**config.mk**
```make
export PLATFORM = sky130hd
export DESIGN_NAME = bus_exchanger
export DESIGN_NICKNAME = d
export VERILOG_FILES = /design/src/rtl/bus_exchanger.sv
export SDC_FILE = /design/constraint.sdc
export NUM_CORES = 1
export LEC_CHECK = 0
export BUFFER_PORTS_ARGS = -buffer_cell sky130_fd_sc_hd__buf_2
export CORE_ASPECT_RATIO = 0.8
export CORE_MARGIN = 10
export CORE_UTILIZATION = 53
export CTS_BUF_LIST = sky130_fd_sc_hd__clkbuf_4
export CTS_CLUSTER_DIAMETER = 40
export CTS_CLUSTER_SIZE = 16
export DETAILED_ROUTE_END_ITERATION = 8
export HOLD_SLACK_MARGIN = 0.05
export PLACE_DENSITY_LB_ADDON = 0.3
export SLEW_MARGIN = 10
export SYNTH_ARGS = -nofsm -noshare
export SYNTH_HDL_FRONTEND = slang
export SYNTH_SLANG_ARGS = --single-unit
export TNS_END_PERCENT = 5
```
**constraint.sdc**
```tcl
create_clock -name clk -period 2.55 [get_ports clk]
set_input_delay 0.255 -clock clk [delete_from_list [all_inputs] [get_ports clk]]
set_output_delay 0.255 -clock clk [all_outputs]
set_load 0.01 [all_outputs]
```
**src/rtl/bus_exchanger.sv**
```systemverilog
module bus_exchanger #(
  parameter int W = 18
) (
  input  logic         clk,
  input  logic         rst,
  input  logic         oe_n,
  input  logic         dir_in,
  input  logic         sel,
  input  logic [W-1:0] a_in,
  input  logic [W-1:0] b1_in,
  input  logic [W-1:0] b2_in,
  output logic [W-1:0] a_out,
  output logic         a_oe,
  output logic [W-1:0] b1_out,
  output logic [W-1:0] b2_out,
  output logic         b_oe
);

  logic         dir_q;
  logic [W-1:0] stage_q;
  logic [W-1:0] b1_q;
  logic [W-1:0] b2_q;
  logic [W-1:0] a_q;

  always_ff @(posedge clk) begin
    if (rst) begin
      dir_q   <= 1'b0;
      stage_q <= '0;
      b1_q    <= '0;
      b2_q    <= '0;
      a_q     <= '0;
    end else begin
      dir_q <= dir_in;
      if (dir_q) begin
        if (sel) begin
          b1_q <= stage_q;
          b2_q <= a_in;
        end else begin
          stage_q <= a_in;
        end
      end else begin
        a_q <= sel ? b2_in : b1_in;
      end
    end
  end

  assign a_out  = a_q;
  assign b1_out = b1_q;
  assign b2_out = b2_q;
  assign a_oe   = ~oe_n & ~dir_q;
  assign b_oe   = ~oe_n &  dir_q;

endmodule


```
**Word-level counts from Yosys, hierarchy flattened**

Index checks and enable logic that the tools add are counted.

- Bits in registers: 73
- Bits of input ports: 59
- Logic and storage cells: 13

- Mux-type cells: 1
- Bitwise gates (word level): 5
- Reduce and logical (&&, ||, !) cells: 2

Operator list:

| kind | count |
|---|---|
| $mux 18 | 1 |
| $reduce_and 2->1 | 2 |
| $not 1->1 | 3 |
| $and 1x1->1 | 2 |

**Logic depth before layout (Yosys ltp)**

- Depth after elaboration: 2
- Gate-level depth with buffers: 6
- Gate-level depth less buffers: 3

**Worst setup path before layout**

Ideal clock, no wire load.

- Path kind: register to output
- Start point: register dir_q
- End point: output b_oe
- Arrival time: 893 ps
- Data required time: 2295 ps
- Path slack: 1402 ps
- Cell stages (with the launch flop): 4
- Cell sequence: dfxtp_1 -> buf_2 -> buf_2 -> nor2b_1

- Longest elaborated chain between the ends: 1

Ends and longest elaborated chain:

| what | RTL line | text |
|---|---|---|
| from (decl) | 19 | `logic dir_q;` |
| from (signal assigned) | 33 | `dir_q <= dir_in;` |
| $and 1x1->1 | 51 | `assign b_oe = ~oe_n & dir_q;` |
| to (decl) | 16 | `output logic b_oe` |

No other way between the ends.

**Worst setup path in the final report**

Same ends and word-level chain as after synthesis.

==> results.md <==
- The flow ran to the end, and the final reports show no timing, DRC or antenna violations.
- The first TritonRoute pass finished after 4 iterations.
- Once the clock tree was built, the resizer swapped 0 gates to a different size.
- The global-route wire length before repair is 11.8 mm.
- The routed design could run at a clock period as short as 1.87 ns.
- For flop-to-flop paths, the worst setup slack is 1.04 ns.
- The repair_antennas step left the layout with diodes totalling 0.
- The count of buffers added on input and output ports is 114.
- The routed layout has 2436 vias.
- Setup violations remaining at the end of the flow were counted as 0.
- The worst max-slew margin expressed relative to the limit is 0.515.
- The number of nets still failing antenna checks after routing is 0.
- The mean routed wirelength per cell is 14.6 um.
- Averaged over all synthesized cells, the footprint is 8.80 sq um.
- The sort of element at the end of the critical path is an output pin.
- The final global-route overflow total is 0.
- The reported max-cap violation count is 0.
- The DRC violation total after the first TritonRoute iteration is 166.
- The cell area that synthesis handed to floorplanning was 2820 sq um.
- The worst reg2reg path startpoint is dir_q$_SDFF_PP0_.
- For this run, the slowest stage of the critical path takes 0.56 ns.
- Of the available clock period, the critical path in the final layout requires 0.734.
- The area of the core is 5060 sq um.
- Of the total power, the share spent switching nets is 0.245.
- The library cell used most frequently in the layout, excluding fill and tap cells, is sky130_fd_sc_hd__buf_2.
- The cell at the root of the clock tree is sky130_fd_sc_hd__clkbuf_4.
- The later pin in the worst-skew pair is clocked with a latency of 0.40 ns.
- The logic depth of the worst path, buffers included is 3.
- The count of yosys warnings during synthesis is 0.
- The synthesized design contains 0 enable-type register cells.
- The start point of the critical path is dir_q$_SDFF_PP0_.
- The power dissipated by switching net loads is 493 uW.
- Setup repair after global routing left no endpoint under its margin.
- The distinct cell type count of the synthesized netlist is 18.
- Of the synthesized area, sequential elements account for 0.519.
- Entering global routing, the biggest net connects 74 pins.
- The number of hold buffers added after cts is 0.
- The critical path in this run is classified as reg2out.
- The fraction of post-synthesis cell area in the top cell type by area is 0.519.
- The die is 85.2 um tall.
- TritonCTS built the clock tree.
- The gate count after technology mapping is 320.
- The post-DP HPWL is 5.30 mm.
- The per-cell via count in the routed design is 4.98.
- VDD sags by at most 0.000405 V.
- The share of total power dissipated in combinational logic is 0.123.
- The classification of the worst-slack hold path is in2reg.
- Counting every net in the synthesized netlist gives 379.
- The number of buffers inserted during clock tree synthesis is 9.
- The number of buffer and inverter stages on the critical path is 2.
- The deepest level of the CTS H-tree is 3.
- In this run the power density over the cells is 585 nW/um^2.
- The arrival time of data at the critical path endpoint is 1.62 ns.
- The end of the worst register-to-register path is stage_q[7]$_SDFFE_PP0P_.
- The number of max-slew violations in the final report is 0.
- The share of total power dissipated in the clock network is 0.278.
- At the end of the flow, the number of nets in the layout was 483.
- The total of flip-flops plus latches after synthesis is 73.
- The initial antenna violation count was 0.
- The worst setup skew after layout is 0.0109 ns.
- For this design the static power due to leakage is 0.00156 uW.
- The cell taking the most area after synthesis is sky130_fd_sc_hd__dfxtp_1.
- The via count of the first global-routing pass is 2488.
- The combined global-route utilization of all metal layers is 0.169.
- The total power of the final layout is 2010 uW.
- 115 I/O pins were placed.
- The most instantiated flip-flop cell in the synthesis netlist is sky130_fd_sc_hd__dfxtp_1.
- The internal cell power is 1520 uW.
- Counting tap cells, the placed design contains a total of 475 instances.
- The standard-cell row count is 23.
- In this run the worst path has a maximum fanout of 16.
- The total die area is 8650 sq um.
- The required time of the worst setup path is 2.30 ns.
- The initial utilization of the core area, before any placement, comes to 0.556.
- The final cell count without fillers is 489.
- The register clock-pin slew on the reported worst setup and hold paths is 0.10 ns.
- The number of hold violations in the final report is 0.
- After synthesis, the cell types taking the most area are sky130_fd_sc_hd__dfxtp_1, sky130_fd_sc_hd__nand2_1, sky130_fd_sc_hd__a21oi_1.
- Following the worst setup path forward leads to its endpoint at b_oe.
- After detailed routing, the total wire length is 7.16 mm.
- In the layout the commonest cells are sky130_fd_sc_hd__buf_2, sky130_fd_sc_hd__nand2_1, sky130_fd_sc_hd__dfxtp_1, sky130_fd_sc_hd__a21oi_1, sky130_fd_sc_hd__nor2_1.
- The congestion estimate from routability-driven global placement came to 0.760.
- The worst setup path is launched from a register.
- The proportion of power drawn by flip-flops and latches is 0.599.
- For this run, design rule violations remaining after detail routing come to 0.
- The slowest stage of the critical path belongs to the cell sky130_fd_sc_hd__dfxtp_1.
- The slew at the pin closest to its max-slew limit is 0.727 ns.
- The depth of the worst register-to-register path is 3.
- The final sum of negative setup slack is 0 ns.
- Of the cells placed in the final design, the portion with a size suffix greater than 1 is 0.347.
- The fmax is 0.534 GHz.
- The total clock sinks is 73.
- Broken down by cell family, the worst path's largest delay share belongs to flip-flops.
- The share of flip-flops with an asynchronous set or reset after synthesis is 0.
- The setup fix buffers added after clock tree synthesis is 0.
- The die width is 102 um.
- The number of buffers on the longest clock path is 2.
- Relative to the synthesized area, the layout overhead comes to 22.0%.
- Walking the worst path, the cells encountered are buf_4, nor2b_1, buf_2.
worst min-delay path by stage:
| stage | to | start | slack [ns] | cells past startpoint |
|---|---|---|---|---|
| finish | dir_q$_SDFF_PP0_ | dir_in | 0.08 | 2 |
| global route | dir_q$_SDFF_PP0_ | dir_in | 0.05 | 2 |
| CTS | dir_q$_SDFF_PP0_ | dir_in | 0.06 | 2 |
| detailed placement | b1_out[10]$_SDFFE_PP0P_ | stage_q[10]$_SDFFE_PP0P_ | 0.44 | 2 |
| global placement | b1_out[0]$_SDFFE_PP0P_ | stage_q[0]$_SDFFE_PP0P_ | 0.44 | 2 |
| floorplan | dir_q$_SDFF_PP0_ | dir_in | 0.38 | 1 |
power by group through the flow:
stage / registers [uW] / clock network, uW / logic [uW]
2_1_floorplan: 1240 / 0 / 140
3_3_place_gp: 1230 / 0 / 245
3_5_place_dp: 1230 / 0 / 252
4_1_cts: 1200 / 576 / 252
5_1_grt: 1210 / 634 / 276
6_report: 1200 / 559 / 248
synth_stat cells (2+ instances only):
| cell type | instances |
|---|---|
| sky130_fd_sc_hd__a21oi_1 | 54 |
| sky130_fd_sc_hd__buf_2 | 7 |
| sky130_fd_sc_hd__buf_4 | 7 |
| sky130_fd_sc_hd__clkbuf_1 | 7 |
| sky130_fd_sc_hd__dfxtp_1 | 73 |
| sky130_fd_sc_hd__mux2_2 | 8 |
| sky130_fd_sc_hd__mux2_4 | 10 |
| sky130_fd_sc_hd__mux2i_1 | 18 |
| sky130_fd_sc_hd__nand2_1 | 108 |
| sky130_fd_sc_hd__nor2_1 | 19 |
| sky130_fd_sc_hd__nor2b_1 | 2 |
cells by family (layout without fill, tap and decap cells):
group | count (synthesis) | after routing | share of synthesized area
buffers and inverters | 24 | 131 | 0.0529
flip-flops | 73 | 73 | 0.519
multiplexers | 36 | 36 | 0.149
AO/OA/AOI/OAI | 54 | 54 | 0.0960
AND/OR/NAND/NOR | 133 | 133 | 0.183
worst register-to-register path: stages, from the launching register on:
cell                      delay [ns]
sky130_fd_sc_hd__dfxtp_1        0.56
sky130_fd_sc_hd__and2b_1        0.59
sky130_fd_sc_hd__nand2_1        0.14
sky130_fd_sc_hd__a21oi_1        0.15
final cells by class:
cell class / count / area, sq um
Clock buffer: 12 / 90.1
Clock inverter: 2 / 7.51
Fill cell: 436 / 1630
Multi-Input combinational cell: 223 / 1210
Sequential cell: 73 / 1460
Tap cell: 62 / 77.6
Timing Repair Buffer: 117 / 593
metrics by stage:
stage	utilization	cell area, sq um	hold WS, ns	setup WS (ns)
3_3_place_gp	0.659	3340	0.435	0.891
4_1_cts	0.678	3440	0.0620	0.645
5_1_grt	0.678	3440	0.0536	0.545
6_report	0.678	3440	0.0758	0.679
3_5_place_dp	0.659	3340	0.442	0.825
2_1_floorplan	-	2820	0.383	1.40
metal layers:
layer,part of all wire,GRT usage,up-vias
met5,0,0,-
li1,-,-,1250
met3,0.10,0.0908,12
met4,0.013,0.0430,0
met1,0.42,0.193,1098
met2,0.47,0.268,76
registers in the layout, indices dropped and copies added (netlist names):
register	cells
a_out	18
b1_out	18
b2_out	18
dir_q	1
stage_q	18
No activity file was read; power rests on OpenSTA's default activity.
